<file path="config.mk">
export PLATFORM = sky130hd
export DESIGN_NAME = tmr_cmp_top
export DESIGN_NICKNAME = d
export VERILOG_FILES = /design/src/rtl/tmr_pkg.sv /design/src/rtl/tmr_ctrl_regs.sv /design/src/rtl/tmr_counter.sv /design/src/rtl/tmr_flags.sv /design/src/rtl/tmr_pin.sv /design/src/rtl/tmr_cmp_top.sv
export SDC_FILE = /design/constraint.sdc
export NUM_CORES = 1
export LEC_CHECK = 0
export BUFFER_PORTS_ARGS = -buffer_cell sky130_fd_sc_hd__clkbuf_2
export CORE_MARGIN = 2
export CORE_UTILIZATION = 50
export CTS_CLUSTER_SIZE = 40
export DETAILED_ROUTE_END_ITERATION = 8
export PLACE_DENSITY = 0.74
export SLEW_MARGIN = 20
export SYNTH_ARGS = -nofsm -noshare
export SYNTH_HDL_FRONTEND = slang
export SYNTH_SLANG_ARGS = --single-unit
</file>
<file path="constraint.sdc">
create_clock -name clk -period 1.25 [get_ports clk]
set_input_delay 0.0625 -clock clk [delete_from_list [all_inputs] [get_ports clk]]
set_output_delay 0.0625 -clock clk [all_outputs]
set_load 0.05 [all_outputs]
</file>
<file path="src/rtl/tmr_pkg.sv">
package tmr_pkg;
  typedef enum logic [2:0] {
    A_CTRL  = 3'd0,
    A_COUNT = 3'd1,
    A_CMP   = 3'd2,
    A_MASK  = 3'd3,
    A_FLAG  = 3'd4,
    A_DIR   = 3'd5
  } reg_addr_e;

  typedef enum logic [1:0] {
    PIN_OFF = 2'b00,
    PIN_TOG = 2'b01,
    PIN_CLR = 2'b10,
    PIN_SET = 2'b11
  } pin_mode_e;

  localparam int EV_OVF   = 0;
  localparam int EV_CMP   = 1;
  localparam int NUM_EV   = 2;
  localparam int RUN_BIT  = 0;
  localparam int GIE_BIT  = 1;
  localparam int MODE_LSB = 2;
endpackage

</file>
<file path="src/rtl/tmr_ctrl_regs.sv">
module tmr_ctrl_regs
  import tmr_pkg::*;
#(
  parameter int DATA_W = 8,
  parameter int CNT_W  = 8,
  parameter int ADDR_W = 3
) (
  input  logic              clk,
  input  logic              rst,
  input  logic              wr_en,
  input  logic [ADDR_W-1:0] wr_addr,
  input  logic [DATA_W-1:0] wr_data,
  output logic              run,
  output logic              gie,
  output pin_mode_e         mode,
  output logic [CNT_W-1:0]  cmp_val,
  output logic [NUM_EV-1:0] mask,
  output logic              dir_oe
);
  always_ff @(posedge clk) begin
    if (rst) begin
      run     <= 1'b0;
      gie     <= 1'b0;
      mode    <= PIN_OFF;
      cmp_val <= '0;
      mask    <= '0;
      dir_oe  <= 1'b0;
    end else if (wr_en) begin
      case (wr_addr)
        ADDR_W'(A_CTRL): begin
          run  <= wr_data[RUN_BIT];
          gie  <= wr_data[GIE_BIT];
          mode <= pin_mode_e'(wr_data[MODE_LSB +: 2]);
        end
        ADDR_W'(A_CMP):  cmp_val <= wr_data[CNT_W-1:0];
        ADDR_W'(A_MASK): mask    <= wr_data[NUM_EV-1:0];
        ADDR_W'(A_DIR):  dir_oe  <= wr_data[0];
        default: ;
      endcase
    end
  end
endmodule

</file>
<file path="src/rtl/tmr_counter.sv">
module tmr_counter #(
  parameter int CNT_W = 8
) (
  input  logic             clk,
  input  logic             rst,
  input  logic             run,
  input  logic             load,
  input  logic [CNT_W-1:0] load_val,
  input  logic [CNT_W-1:0] cmp_val,
  output logic [CNT_W-1:0] cnt,
  output logic             ev_ovf,
  output logic             ev_cmp
);
  localparam logic [CNT_W-1:0] CNT_MAX = {CNT_W{1'b1}};

  // events are qualified by run and masked by a software load
  assign ev_ovf = run && !load && (cnt == CNT_MAX);
  assign ev_cmp = run && !load && (cnt == cmp_val);

  always_ff @(posedge clk) begin
    if (rst)       cnt <= '0;
    else if (load) cnt <= load_val;
    else if (run)  cnt <= cnt + 1'b1;
  end
endmodule

</file>
<file path="src/rtl/tmr_flags.sv">
module tmr_flags #(
  parameter int NUM_EV = 2
) (
  input  logic              clk,
  input  logic              rst,
  input  logic [NUM_EV-1:0] ev,
  input  logic              clr_en,
  input  logic [NUM_EV-1:0] clr_mask,
  input  logic [NUM_EV-1:0] mask,
  input  logic              gie,
  output logic [NUM_EV-1:0] flags,
  output logic              irq
);
  logic [NUM_EV-1:0] flags_n;

  always_comb begin
    for (int i = 0; i < NUM_EV; i++) begin
      if (ev[i])                       flags_n[i] = 1'b1;  // set beats clear
      else if (clr_en && clr_mask[i])  flags_n[i] = 1'b0;
      else                             flags_n[i] = flags[i];
    end
  end

  always_ff @(posedge clk) begin
    if (rst) flags <= '0;
    else     flags <= flags_n;
  end

  assign irq = gie && (|(flags & mask));
endmodule

</file>
<file path="src/rtl/tmr_pin.sv">
module tmr_pin
  import tmr_pkg::*;
(
  input  logic      clk,
  input  logic      rst,
  input  logic      match,
  input  pin_mode_e mode,
  input  logic      dir_oe,
  output logic      pin_state,
  output logic      pin_out,
  output logic      pin_oe
);
  always_ff @(posedge clk) begin
    if (rst) pin_state <= 1'b0;
    else if (match) begin
      case (mode)
        PIN_TOG: pin_state <= ~pin_state;
        PIN_CLR: pin_state <= 1'b0;
        PIN_SET: pin_state <= 1'b1;
        default: ;
      endcase
    end
  end

  assign pin_out = (mode != PIN_OFF) && pin_state;
  assign pin_oe  = dir_oe;
endmodule

</file>
<file path="src/rtl/tmr_cmp_top.sv">
module tmr_cmp_top
  import tmr_pkg::*;
#(
  parameter int DATA_W = 8,
  parameter int CNT_W  = 8,
  parameter int ADDR_W = 3
) (
  input  logic              clk,
  input  logic              rst,
  input  logic [ADDR_W-1:0] bus_addr,
  input  logic [DATA_W-1:0] bus_wdata,
  input  logic              bus_we,
  output logic [DATA_W-1:0] bus_rdata,
  output logic              irq,
  output logic              cmp_out,
  output logic              cmp_oe
);
  logic              run_q, gie_q, dir_q, pin_q;
  pin_mode_e         mode_q;
  logic [CNT_W-1:0]  cmp_q, cnt_q;
  logic [NUM_EV-1:0] mask_q, flag_q, ev;
  logic              ev_ovf, ev_cmp;
  logic              cnt_wr, flag_wr;

  assign cnt_wr  = bus_we && (bus_addr == ADDR_W'(A_COUNT));
  assign flag_wr = bus_we && (bus_addr == ADDR_W'(A_FLAG));

  tmr_ctrl_regs #(.DATA_W(DATA_W), .CNT_W(CNT_W), .ADDR_W(ADDR_W)) regs_i (
    .clk(clk), .rst(rst), .wr_en(bus_we), .wr_addr(bus_addr), .wr_data(bus_wdata),
    .run(run_q), .gie(gie_q), .mode(mode_q), .cmp_val(cmp_q), .mask(mask_q), .dir_oe(dir_q)
  );

  tmr_counter #(.CNT_W(CNT_W)) cnt_i (
    .clk(clk), .rst(rst), .run(run_q), .load(cnt_wr), .load_val(bus_wdata[CNT_W-1:0]),
    .cmp_val(cmp_q), .cnt(cnt_q), .ev_ovf(ev_ovf), .ev_cmp(ev_cmp)
  );

  always_comb begin
    ev         = '0;
    ev[EV_OVF] = ev_ovf;
    ev[EV_CMP] = ev_cmp;
  end

  tmr_flags #(.NUM_EV(NUM_EV)) flags_i (
    .clk(clk), .rst(rst), .ev(ev), .clr_en(flag_wr), .clr_mask(bus_wdata[NUM_EV-1:0]),
    .mask(mask_q), .gie(gie_q), .flags(flag_q), .irq(irq)
  );

  tmr_pin pin_i (
    .clk(clk), .rst(rst), .match(ev_cmp), .mode(mode_q), .dir_oe(dir_q),
    .pin_state(pin_q), .pin_out(cmp_out), .pin_oe(cmp_oe)
  );

  always_ff @(posedge clk) begin
    if (rst) bus_rdata <= '0;
    else begin
      case (bus_addr)
        ADDR_W'(A_CTRL):  bus_rdata <= DATA_W'({mode_q, gie_q, run_q});
        ADDR_W'(A_COUNT): bus_rdata <= DATA_W'(cnt_q);
        ADDR_W'(A_CMP):   bus_rdata <= DATA_W'(cmp_q);
        ADDR_W'(A_MASK):  bus_rdata <= DATA_W'(mask_q);
        ADDR_W'(A_FLAG):  bus_rdata <= DATA_W'(flag_q);
        ADDR_W'(A_DIR):   bus_rdata <= DATA_W'(dir_q);
        default:          bus_rdata <= '0;
      endcase
    end
  end
endmodule


</file>
==> reports/results.txt <==
From bottom edge to top edge, the die measures 61.7 um. After synthesis, the most frequently instantiated cells are sky130_fd_sc_hd__dfxtp_1 (34), sky130_fd_sc_hd__nor2_1 (31), sky130_fd_sc_hd__mux2i_1 (19). The leakage power total is 0.000875 uW. The run gives 25 as the top-level I/O count.

The worst path in the final design needs a cycle of 1280 ps, including I/O delays and setup. Walking the worst path, the cells encountered are xor2_1 > nor4_2 > buf_4 > nand4_1 > a31oi_1. The period utilization was 1.03. The area after detailed placement was 1960 um2. The initial antenna violation count came out at 0. The tree is rooted in a sky130_fd_sc_hd__clkbuf_4. The cell count after synthesis came out at 179.

The run finished, with violations left. Yosys attributes the largest share of cell area to sky130_fd_sc_hd__dfxtp_1 (41%), sky130_fd_sc_hd__mux2i_1 (11%), sky130_fd_sc_hd__nor2_1 (7.0%). The run gives -49.3 ps as the worst slack at placement. On the final layout, the worst clock skew is 12.4 ps. The logs give 1 for the count of endpoints failing setup in the final report and 2.83 mm for the half-perimeter wire length after placement. The count of max-cap constraint violations was 0.

Summing every instance area after synthesis gives 1670 um2. Share of flip-flops with an asynchronous set or reset: 0. The synthesized design contains 0 enable-type register cells. During synthesis, Yosys emitted a total of 0 warnings. The largest single stage delay on the critical path is 350 ps. The repair_antennas step left the layout with diodes totalling 0.

The slew at the pin closest to its max-slew limit works out to 687 ps. The final reports fail on negative setup slack. The proportion of synthesized chip area in sequential cells was 0.409. The cell family contributing the most delay on the critical path is simple AND/OR/NAND/NOR gates.

The pin count of the biggest net entering global routing came out at 35. The worst register-to-register path has a setup slack of -30 ps. Clock tree synthesis inserted a total of 5 buffers. The maximum root-to-sink buffer count was 2.

The run gives 2120 um2 as the final non-filler cell area. Most frequently used flop master after synthesis: sky130_fd_sc_hd__dfxtp_1. Clock insertion delay at the later pin of the skew report: 330 ps. The total power divided by cell area works out to 1020 nW/um2.

The total buffers and inverters traversed by the critical path was 1. The per-cell routed wire length works out to 15.2 um. The synthesized design contains 34 register bits.

The number of buffer cells added on primary ports was 24; the global-route wire length before repair was 6.71 mm. The area growth from synthesis to layout is 27.1%. Setup repair after global routing could not meet its margin everywhere. The post-layout worst setup margin was -35.0 ps. The cell at the slowest stage of the critical path is sky130_fd_sc_hd__dfxtp_2.

The tools report the remaining antenna violation count after routing as 0. Setup total negative slack on the finished layout was measured at -35.0 ps. The post-detailed-route via-to-cell ratio works out to 5.61. The critical path is of the reg2reg type. The run gives 0 as the residual DRC count.

Among all cell types in the netlist, the one instantiated most often is sky130_fd_sc_hd__dfxtp_1. Each instance of the synthesized netlist takes up on average 9.30 um2. After global routing the overflow that remains totals 0. The cell type contributing the most total cell area after synthesis is sky130_fd_sc_hd__dfxtp_1.

The H-tree was split into 2 levels. Share of post-route cells with drive strength above 1: 0.350. The final max-slew violation count is 0. Synthesis produced a netlist with a net count of 194. The worst slew margin relative to its limit came out at 0.542. The floorplan step defined a die boundary enclosing 3810 um2. For the effective utilization at floorplan, the log shows 0.537.

The maximum fanout count along the critical path was 3. The arrival time reported for the critical path endpoint is 1550 ps. In the final design database the tool counted 240 nets. The final-report hold violation count is 0.

The overall die width was 61.7 um; the clock sink total was 34. The required time at the worst-slack endpoint was 1510 ps; the overall fraction of global-route tracks in use was 0.242. The tools report the nature of the critical path startpoint as a register. Counting the fill cells in the layout gives 271. TritonCTS built the clock tree. The iteration-0 DRC count of the detailed router was 113. Kind of path behind the tightest hold check: in2reg. The placer congestion estimate is 0.896. The peak ir drop on the vdd network is 0.581 mV.

The run gives 4.12 mm as the wire length reported by the detailed router. The count of different cell masters after synthesis was 38. The routed layout has 1,516 vias. The proportion of netlist area held by the largest area contributor came out at 0.409.

The element type at the critical path end is a register. Cell row count: 20. The number of detailed-routing iterations run before antenna repair was 4; the clock transition at the registers of the reported paths was 110 ps. The total area inside the core boundary comes to 3100 um2. The via count of the first global-routing pass was 1,451. The maximum achievable frequency was 0.778 GHz.
==> state kept, by name, indices dropped and copies added, names as in the netlist <==
register and cells:
bus_rdata 8, cnt_i.cnt 8, regs_i.cmp_val 8, flags_i.flags 2, regs_i.mask 2, regs_i.mode 2
pin_i.pin_state 1, regs_i.dir_oe 1, regs_i.gie 1, regs_i.run 1
==> cell usage in the layout, fill, tap and decap left out, types with 2 or more instances in the layout <==
master,n
sky130_fd_sc_hd__nand4_1,4
sky130_fd_sc_hd__a22oi_1,6
sky130_fd_sc_hd__mux2_2,2
sky130_fd_sc_hd__nand3_1,3
sky130_fd_sc_hd__xnor2_1,5
sky130_fd_sc_hd__dfxtp_1,23
sky130_fd_sc_hd__clkbuf_8,4
sky130_fd_sc_hd__nor3_1,6
sky130_fd_sc_hd__dfxtp_2,9
sky130_fd_sc_hd__nor2_1,30
sky130_fd_sc_hd__nor2b_1,4
sky130_fd_sc_hd__clkbuf_4,5
sky130_fd_sc_hd__and3_1,2
sky130_fd_sc_hd__buf_4,25
sky130_fd_sc_hd__mux2i_1,19
sky130_fd_sc_hd__a31oi_1,2
sky130_fd_sc_hd__a211oi_1,8
sky130_fd_sc_hd__clkbuf_2,22
sky130_fd_sc_hd__dfxtp_4,2
sky130_fd_sc_hd__and4_4,2
sky130_fd_sc_hd__nand2_1,6
sky130_fd_sc_hd__xor2_1,10
sky130_fd_sc_hd__a21oi_1,5
sky130_fd_sc_hd__dlygate4sd3_1,2
==> kinds of logic after synthesis <==
| kind of cell | after synthesis | synth area share |
|---|---|---|
| fa+ha+maj | 1 | 0.00751 |
| xor+xnor | 15 | 0.0789 |
| flops | 34 | 0.409 |
| mux | 21 | 0.128 |
| simple gates | 68 | 0.218 |
| compound gates | 27 | 0.115 |
| buf+inv | 13 | 0.0443 |
==> layer usage <==
layer / up-vias / track usage / share of wire
li1: 729 / - / -
met3: 9 / 0.0580 / 0.043
met4: 0 / 0.106 / 0.017
met5: - / 0 / 0
met2: 38 / 0.392 / 0.51
met1: 740 / 0.308 / 0.43
==> power by group <==
part	switching [uW]	internal (uW)	total, uW
registers	26.7	1110	1130
clock network	361	384	745
logic	151	132	283
==> worst min-delay path, cell delays in order <==
cell and delay, ps:
sky130_fd_sc_hd__clkbuf_2 90, sky130_fd_sc_hd__mux2i_1 70, sky130_fd_sc_hd__nor2_1 90
==> through the flow <==
step / util / power (uW) / hold WS (ps) / std cells
floorplan: - / 1310 / 206 / 179
global placement: 0.631 / 1410 / 314 / 259
detailed placement: 0.631 / 1410 / 325 / 259
CTS: 0.675 / 2160 / 7.87 / 270
global route: 0.682 / 2250 / 21.7 / 270
finish: 0.682 / 2160 / 3.55 / 270
==> final timing paths <==
| path | start | end | cells after the start |
|---|---|---|---|
| worst min-delay path | bus_wdata[4] | regs_i.cmp_val[4] | 3 |
| worst max-delay path | cnt_i.cnt[4] | pin_i.pin_state | 5 |
| worst min register to register | flags_i.flags[0] | flags_i.flags[0] | 2 |
| worst max register to register | cnt_i.cnt[4] | pin_i.pin_state | 5 |
==> area by class of cell <==
type,instances,area [um2],area share
Multi-Input combinational cell,132,937,0.443
Sequential cell,34,699,0.330
Timing Repair Buffer,51,343,0.162
Clock buffer,8,78.8,0.0372
Tap cell,44,55.1,0.0260
Inverter,1,3.75,0.00177
==> timing repair <==
item	in CTS	in global routing
hold buffers	2	0
gates resized for setup	13	11
hold endpoints to repair	2	0
endpoints found under the setup margin	6	7
pin swaps	1	4
setup buffers	1	0
No activity file was read; power rests on OpenSTA's default activity.
